$ cat config.mk
export PLATFORM = sky130hd
export DESIGN_NAME = split_err_counter
export DESIGN_NICKNAME = d
export VERILOG_FILES = /design/src/rtl/err_cnt_pkg.sv /design/src/rtl/err_rd_decode.sv /design/src/rtl/err_accum.sv /design/src/rtl/err_snap_latch.sv /design/src/rtl/err_rd_port.sv /design/src/rtl/split_err_counter.sv
export SDC_FILE = /design/constraint.sdc
export NUM_CORES = 1
export LEC_CHECK = 0
export BUFFER_PORTS_ARGS = -buffer_cell sky130_fd_sc_hd__buf_2
export CAP_MARGIN = 25
export CORE_MARGIN = 2
export CORE_UTILIZATION = 25
export CTS_BUF_LIST = sky130_fd_sc_hd__clkbuf_8
export DETAILED_ROUTE_END_ITERATION = 10
export SYNTH_ARGS = -nofsm -noshare
export SYNTH_HDL_FRONTEND = slang
export SYNTH_SLANG_ARGS = --single-unit
$ cat constraint.sdc
create_clock -name clk -period 2.2 [get_ports clk]
set_input_delay 0.33 -clock clk [delete_from_list [all_inputs] [get_ports clk]]
set_output_delay 0.33 -clock clk [all_outputs]
set_load 0.01 [all_outputs]
$ cat src/rtl/err_cnt_pkg.sv
// Package: shared types for the split error counter.
// Assumes nothing beyond being compiled ahead of the modules that import it.
package err_cnt_pkg;

    // Update applied to the live count in one cycle
    typedef enum logic [1:0] {
        ACC_HOLD      = 2'd0,
        ACC_INC       = 2'd1,
        ACC_ZERO      = 2'd2,
        ACC_RESTART   = 2'd3
    } acc_op_e;

    // Decoded read request
    typedef struct packed {
        logic upper;
        logic lower;
    } rd_hit_t;

endpackage

$ cat src/rtl/err_rd_decode.sv
// Module: err_rd_decode
// Turns a read strobe and address into upper/lower hit flags.
// Assumes ADDR_HI != ADDR_LO, so at most one hit is ever set.
module err_rd_decode
    import err_cnt_pkg::*;
#(
    parameter int ADDR_W  = 4,
    parameter int ADDR_HI = 0,
    parameter int ADDR_LO = 1
) (
    input  logic              rd_en,
    input  logic [ADDR_W-1:0] rd_addr,
    output rd_hit_t           hit
);

    localparam logic [ADDR_W-1:0] HI_A = ADDR_W'(ADDR_HI);
    localparam logic [ADDR_W-1:0] LO_A = ADDR_W'(ADDR_LO);

    // Compare the address against the two register slots
    always_comb begin
        hit.upper = rd_en && (rd_addr == HI_A);
        hit.lower = rd_en && (rd_addr == LO_A);
    end

endmodule

$ cat src/rtl/err_accum.sv
// Module: err_accum
// Live error count: increments on pulses, clears on an upper read, and is
// forced to zero while disabled. A pulse in the clearing cycle restarts the
// count at one. SATURATE selects stopping at all ones (1) or wrapping (0).
// Assumes err_pulse is at most one error per cycle.
module err_accum
    import err_cnt_pkg::*;
#(
    parameter int CNT_W    = 32,
    parameter bit SATURATE = 1'b1
) (
    input  logic             clk,
    input  logic             rst_n,
    input  logic             verify_en,
    input  logic             err_pulse,
    input  logic             clear,
    output logic [CNT_W-1:0] cnt
);

    localparam logic [CNT_W-1:0] ONE = CNT_W'(1);

    acc_op_e          op;
    logic [CNT_W-1:0] inc_val;
    logic [CNT_W-1:0] cnt_nxt;

    // Pick the update for this cycle; disable outranks clear, and clear outranks increment
    always_comb begin
        if (!verify_en)      op = ACC_ZERO;
        else if (clear)      op = err_pulse ? ACC_RESTART : ACC_ZERO;
        else if (err_pulse)  op = ACC_INC;
        else                 op = ACC_HOLD;
    end

    generate
        if (SATURATE) begin : g_sat
            // Stop at all ones
            always_comb inc_val = (&cnt) ? cnt : cnt + ONE;
        end else begin : g_wrap
            // Roll over to zero
            always_comb inc_val = cnt + ONE;
        end
    endgenerate

    // Next-count selection
    always_comb begin
        case (op)
            ACC_INC:     cnt_nxt = inc_val;
            ACC_ZERO:    cnt_nxt = '0;
            ACC_RESTART: cnt_nxt = ONE;
            default:     cnt_nxt = cnt;
        endcase
    end

    // Count register
    always_ff @(posedge clk) begin
        if (!rst_n) cnt <= '0;
        else        cnt <= cnt_nxt;
    end

endmodule

$ cat src/rtl/err_snap_latch.sv
// Module: err_snap_latch
// Holds the lower half of the count captured at an upper read.
// Assumes capture is the upper-read hit; cleared while disabled.
module err_snap_latch #(
    parameter int W = 16
) (
    input  logic         clk,
    input  logic         rst_n,
    input  logic         verify_en,
    input  logic         capture,
    input  logic [W-1:0] d,
    output logic [W-1:0] q
);

    // Capture on an upper read, zero when disabled, hold otherwise
    always_ff @(posedge clk) begin
        if (!rst_n)          q <= '0;
        else if (!verify_en) q <= '0;
        else if (capture)    q <= d;
    end

endmodule

$ cat src/rtl/err_rd_port.sv
// Module: err_rd_port
// Registers the read response: data and valid appear one cycle after a hit.
// Assumes at most one of the two hits is set in a cycle.
module err_rd_port
    import err_cnt_pkg::*;
#(
    parameter int W = 16
) (
    input  logic         clk,
    input  logic         rst_n,
    input  rd_hit_t      hit,
    input  logic [W-1:0] hi_val,
    input  logic [W-1:0] lo_val,
    output logic [W-1:0] rd_data,
    output logic         rd_valid
);

    logic [W-1:0] sel;

    // Choose the half named by the hit; zero when there is no hit
    always_comb begin
        if (hit.upper)      sel = hi_val;
        else if (hit.lower) sel = lo_val;
        else                sel = '0;
    end

    // Response register
    always_ff @(posedge clk) begin
        if (!rst_n) begin
            rd_data  <= '0;
            rd_valid <= 1'b0;
        end else begin
            rd_data  <= sel;
            rd_valid <= hit.upper | hit.lower;
        end
    end

endmodule

$ cat src/rtl/split_err_counter.sv
// Module: split_err_counter
// Top: wide error counter read as two halves. An upper read returns the top
// half, snapshots the bottom half and clears the count; a lower read returns
// the snapshot. Assumes CNT_W is even; a half is CNT_W/2 bits.
module split_err_counter
    import err_cnt_pkg::*;
#(
    parameter int CNT_W    = 32,
    parameter int ADDR_W   = 4,
    parameter int ADDR_HI  = 0,
    parameter int ADDR_LO  = 1,
    parameter bit SATURATE = 1'b1
) (
    input  logic              clk,
    input  logic              rst_n,
    input  logic              verify_en,
    input  logic              err_pulse,
    input  logic              rd_en,
    input  logic [ADDR_W-1:0] rd_addr,
    output logic [CNT_W/2-1:0] rd_data,
    output logic              rd_valid
);

    localparam int HALF_W = CNT_W / 2;

    rd_hit_t           hit;
    logic              hit_hi;
    logic              hit_lo;
    logic [CNT_W-1:0]  live_cnt;
    logic [HALF_W-1:0] lo_hold;

    // Flatten the hit struct for the checker
    always_comb begin
        hit_hi = hit.upper;
        hit_lo = hit.lower;
    end

    err_rd_decode #(
        .ADDR_W (ADDR_W),
        .ADDR_HI(ADDR_HI),
        .ADDR_LO(ADDR_LO)
    ) u_dec (
        .rd_en  (rd_en),
        .rd_addr(rd_addr),
        .hit    (hit)
    );

    err_accum #(
        .CNT_W   (CNT_W),
        .SATURATE(SATURATE)
    ) u_acc (
        .clk      (clk),
        .rst_n    (rst_n),
        .verify_en(verify_en),
        .err_pulse(err_pulse),
        .clear    (hit.upper),
        .cnt      (live_cnt)
    );

    err_snap_latch #(
        .W(HALF_W)
    ) u_snap (
        .clk      (clk),
        .rst_n    (rst_n),
        .verify_en(verify_en),
        .capture  (hit.upper),
        .d        (live_cnt[HALF_W-1:0]),
        .q        (lo_hold)
    );

    err_rd_port #(
        .W(HALF_W)
    ) u_port (
        .clk     (clk),
        .rst_n   (rst_n),
        .hit     (hit),
        .hi_val  (live_cnt[CNT_W-1:HALF_W]),
        .lo_val  (lo_hold),
        .rd_data (rd_data),
        .rd_valid(rd_valid)
    );

endmodule

==> impl_metrics.tcl, run 1 <==
set metrics [dict create \
    outcome "completed" \
    antenna_left 0 \
    min_path_type "in2reg" \
    clkSinkCount 65 \
    skew_ps 8.46 \
    syn-num-nets 329 \
    wirelength_mm 6.61 \
    rsz0062_at_grt "no" \
    synthMuxAreaShare 0.0622 \
    path_cells "ha_1 > nand3_1 > or3_4 > o31ai_1 > buf_4 > or4_1 > a21oi_1" \
    cts-buffers-inserted 9 \
    fp.dieH_um 109 \
    dieArea_um2 11800 \
    grtUsageTotal 0.120 \
    routed-wl-met3_um 285 \
    slew_viol_final 0 \
    grt_pass1_wl_mm 10.9 \
    startpoint_type "flip-flop" \
    powerDensity_nw_per_um2 744 \
    topRoutingLayerUsed "met4" \
    synth.largest_area_cell "dfxtp_1" \
    syn_inst 319 \
    drtIter0Drc 92 \
    synth.distinct_cells 37 \
    cp_slowest_cell "or3_4" \
    cts.clk_slew.worst_paths_ps 80 \
    vias_per_cell 4.80 \
    cts_tree "done" \
    synth_area_leaders "dfxtp_1, nand2_1, a21oi_1" \
    synthSimpleGateAreaFrac 0.248 \
    grt_pass1_vias 2292 \
    cts_root_buf "clkbuf_8" \
    syn_area_um2 2740 \
    synth_top_family_by_area "simple AND/OR/NAND/NOR gates" \
    ios 26 \
    antenna_cells 0 \
    dieWidth_um 109 \
    synth_fa_ha_area_frac 0.00457 \
    wl_met2_mm 3.20 \
    routed-via-count 2392 \
    ys_seq_area_frac 0.476 \
    initial_core_util 0.255 \
    async_reset_ff_frac 0 \
    finalSetupViolCount 0 \
    ir_drop_mv 0.222 \
    grt_start_max_net_pins 19 \
    clk_path_buf_depth 2 \
    fillers 1145 \
    antenna_found_initial 0 \
    core.rowCount 38 \
    yosysMostFrequentCell "dfxtp_1" \
    r2r_slack_ps 160 \
    drive_gt1_frac 0.182 \
    synth-xor-area-share 0.0352 \
    synth-compound-area-share 0.142 \
    final.setup.tns_ps 0 \
    core_um2 10700 \
    fin_nets 363 \
    ys_warn_count 0 \
    place_hpwl_mm 4.55 \
    avgRoutedWirePerCell_um 13.3 \
    clock_latency_ps 350 \
    place.gp.congestion 0.758 \
    slew_headroom 0.576 \
    finish.utilization 0.310 \
    cpPeakStageDelay_ps 450 \
    max_freq_ghz 0.490 \
    htree_levels 3 \
    tightest_slew_ps 635 \
    synth_commonest_cells "dfxtp_1, nand2_1, a21oi_1" \
    synth_flop_cell "dfxtp_1" \
    critPathArrivalTime_ps 2280 \
    synth_top_area_frac 0.476 \
    fin_crit_ps 2040 \
    overflow 0 \
    cap_violations 0 \
    dr.pass1.iters 4 \
    finalHoldViolations 0 \
    port_buffers 25 \
    drc 0 \
    end_kind "flip-flop" \
    area_growth_pct 21.9 \
    required_ps 2440 \
    syn_area_per_cell_um2 8.58 \
    ys_ff_latch 65 \
    post-route-period-util 0.927 \
    critPathMaxFanout 12 \
    whs_ps 343 \
    wl_met1_mm 2.99 \
    synth_edf_count 0 \
    power_leakage_nw 1.14 \
    worstSetupPathType "reg2reg" \
]
## what timing repair did
item,in CTS,in global routing
hold buffers,0,0
buffers inserted,0,1
gates resized for setup,0,3
setup endpoints to repair,0,14
## per-stage QoR
| step | instances | cell area, µm² | setup WS (ps) | power, mW |
|---|---|---|---|---|
| floorplan | 319 | 2740 | 202 | 1.24 |
| global placement | 481 | 3070 | 139 | 1.27 |
| detailed placement | 481 | 3070 | 53.8 | 1.27 |
| CTS | 497 | 3310 | 40.0 | 2.51 |
| global route | 498 | 3340 | 34.9 | 2.56 |
| finish | 498 | 3340 | 161 | 2.48 |
## power breakdown
part	total, mW	internal (mW)	leakage, nW	switching, mW
sequential	1.18	1.18	0.523	0.000691
combinational	0.0673	0.0236	0.494	0.0437
clock	1.24	0.754	0.121	0.483
total	2.48	1.95	1.14	0.527
## cell usage in the layout, fill, tap and decap left out, types with 2 or more instances in the layout
master	instances
a211oi_1	2
a21oi_1	34
and3_1	4
and4_1	3
buf_2	25
buf_4	15
bufinv_16	3
clkbuf_8	9
dfxtp_1	65
inv_1	6
mux2i_1	17
nand2_1	49
nand3_1	10
nand4_1	8
nor2_1	30
nor3_1	2
nor4_1	4
o2111ai_1	2
o211ai_1	2
o21ai_0	17
o31ai_1	3
or2_2	2
or3_1	14
or4_1	4
xnor2_1	9
xor2_1	2
## flip-flops by register name, summed over array words and instances (netlist names)
register and count:
u_acc.cnt 32, u_snap.q 16, u_port.rd_data 16, u_port.rd_valid 1
## layer usage
metal  vias up  track usage
li1       1199            -
met1      1138        0.139
met2        42        0.201
met3        13       0.0353
met4         0       0.0568
met5         -            0
## final timing paths
kind,startpoint,endpoint,cells past startpoint
setup / recovery,u_acc.cnt[1]$_SDFFE_PN0P_,u_acc.cnt[10]$_SDFFE_PN0P_,7
hold / removal,err_pulse,u_acc.cnt[0]$_SDFFE_PN0P_,3
setup reg to reg,u_acc.cnt[1]$_SDFFE_PN0P_,u_acc.cnt[10]$_SDFFE_PN0P_,7
hold reg to reg,u_snap.q[3]$_SDFFE_PN0P_,u_snap.q[3]$_SDFFE_PN0P_,2
## worst max-delay path: cells and delay by family (launching register included)
kind / cells / cell delay, ps
buffers and inverters: 1 / 230
AO/OA/AOI/OAI: 2 / 380
flip-flops: 1 / 340
AND/OR/NAND/NOR: 3 / 760
adder cells (fa/ha/maj): 1 / 200
## final cells by class
cell class              instances  area, µm²  area share
repair buffers                 40        238      0.0713
clock inverters                 7        119      0.0356
clock buffers                   9        124      0.0371
flip-flops and latches         65       1300       0.390
inverters                       5       18.8     0.00563
multi-input cells             232       1360       0.408
well taps                     140        175      0.0525
## cells by family (layout without fill, tap and decap cells)
family,count (synthesis),in the layout
multiplexers,17,17
AO/OA/AOI/OAI,65,65
flip-flops,65,65
buffers and inverters,22,61
AND/OR/NAND/NOR,138,138
XOR/XNOR,11,11
adder cells (fa/ha/maj),1,1
Note: power is estimated with default switching activity, not from simulation.
==> run 2: changes to the inputs <==
- RECOVER_POWER: unset -> 100
==> run 2 against run 1 <==
Count of clock-buffer cells in the layout unchanged. Via count up 0.42%. Flip-flop and latch count unchanged. Critical path type unchanged. Largest power group unchanged.
==> impl_metrics.tcl, run 2 (synthesized netlist as in run 1, its figures left out) <==
set metrics [dict create \
    final.setup.tns_ps 0 \
    cts_tree "done" \
    finalWorstSetupSlack_ps 167 \
    finish.utilization 0.308 \
    power_leakage_nw 1.06 \
    critPathMaxFanout 12 \
    area_growth_pct 21.0 \
    clkSinkCount 65 \
    htree_levels 3 \
    dr.pass1.iters 7 \
    drc 0 \
    cts-buffers-inserted 9 \
    ir_drop_mv 0.222 \
    core_um2 10700 \
    skew_ps 8.42 \
    finalSetupViolCount 0 \
    port_buffers 25 \
    design_area_um2 3310 \
    routed-via-count 2402 \
    clk_path_buf_depth 2 \
    fillers 1145 \
    path_cells "ha_1 > nand3_1 > or3_4 > o31ai_1 > buf_4 > or4_1 > a21oi_1" \
    dieWidth_um 109 \
    grt_pass1_vias 2292 \
    slew_headroom 0.448 \
    rsz0062_at_grt "no" \
    mostFrequentLayoutCell "dfxtp_1" \
    required_ps 2430 \
    largest_register_ffs 32 \
    clock_latency_ps 350 \
    fp.dieH_um 109 \
    ios 26 \
    cp_slowest_cell "or3_4" \
    place_hpwl_mm 4.55 \
    place.gp.congestion 0.758 \
    fin_nets 363 \
    place_area_um2 3070 \
    avgRoutedWirePerCell_um 13.2 \
    fin_crit_ps 2030 \
    antenna_left 0 \
    top_register "u_acc.cnt" \
    tightest_slew_ps 827 \
    core.rowCount 38 \
    cpPeakStageDelay_ps 450 \
    initial_core_util 0.255 \
    grtUsageTotal 0.120 \
    whs_ps 345 \
    placed_cells 481 \
    post-route-period-util 0.924 \
    drive_gt1_frac 0.128 \
    outcome "completed" \
    ctsHoldBuffers 0 \
    power_mw 2.48 \
    cts.clk_slew.worst_paths_ps 80 \
    layout_common_cells "dfxtp_1, nand2_1, a21oi_1" \
    slew_viol_final 0 \
    finalHoldViolations 0 \
    startpoint_type "flip-flop" \
    antenna_found_initial 0 \
    powerDensity_nw_per_um2 749 \
    place_ws_ps 53.8 \
    top_regs "u_acc.cnt (32), u_port.rd_data (16), u_snap.q (16)" \
    critPathArrivalTime_ps 2270 \
    end_kind "flip-flop" \
    vias_per_cell 4.82 \
    min_path_type "in2reg" \
    grt_start_max_net_pins 19 \
    dieArea_um2 11800 \
    fin_cells 498 \
    drtIter0Drc 114 \
    grt_pass1_wl_mm 10.9 \
    antenna_cells 0 \
    worstSetupPathType "reg2reg" \
    cts_root_buf "clkbuf_8" \
    max_freq_ghz 0.492 \
    wirelength_mm 6.58 \
    overflow 0 \
    cap_violations 0 \
]
==> run 2: repair_timing <==
| action | 4_1_cts | 5_1_grt |
|---|---|---|
| buffers inserted | 0 | 1 |
| endpoints found under the hold margin | 0 | 0 |
| endpoints found under the setup margin | 0 | 14 |
| gates resized for setup | 0 | 3 |
==> run 2: cell type report <==
| type | count | area, µm² | area share |
|---|---|---|---|
| clock buffers | 9 | 124 | 0.0374 |
| flip-flops and latches | 65 | 1300 | 0.393 |
| clock inverters | 7 | 119 | 0.0359 |
| well taps | 140 | 175 | 0.0529 |
| inverters | 5 | 18.8 | 0.00567 |
| repair buffers | 40 | 213 | 0.0642 |
| multi-input cells | 232 | 1360 | 0.411 |
==> run 2: worst paths after layout <==
path                                                 from                         end  slack, ps  depth (start not counted)
worst max-delay path            u_acc.cnt[1]$_SDFFE_PN0P_  u_acc.cnt[10]$_SDFFE_PN0P_        170                          7
worst min-delay path                            err_pulse   u_acc.cnt[0]$_SDFFE_PN0P_        340                          3
worst max register to register  u_acc.cnt[1]$_SDFFE_PN0P_  u_acc.cnt[10]$_SDFFE_PN0P_        170                          7
worst min register to register  u_snap.q[11]$_SDFFE_PN0P_   u_snap.q[11]$_SDFFE_PN0P_        460                          2
==> run 2: power breakdown <==
part	internal (mW)	switching, mW	total, mW
Clock	0.754	0.479	1.23
Sequential	1.18	0.000711	1.18
Combinational	0.0233	0.0440	0.0672
Total	1.95	0.524	2.48
==> run 2: critical path: cells and delay by family (launching register included) <==
kind	cells	cell delay (ps)
fa+ha+maj	1	200
simple gates	3	760
compound gates	2	380
flops	1	340
buf+inv	1	230
==> run 2: layer usage <==
layer	track usage	share of wire
met5	0	0
met1	0.139	0.44
met3	0.0353	0.051
met2	0.201	0.49
met4	0.0568	0.019
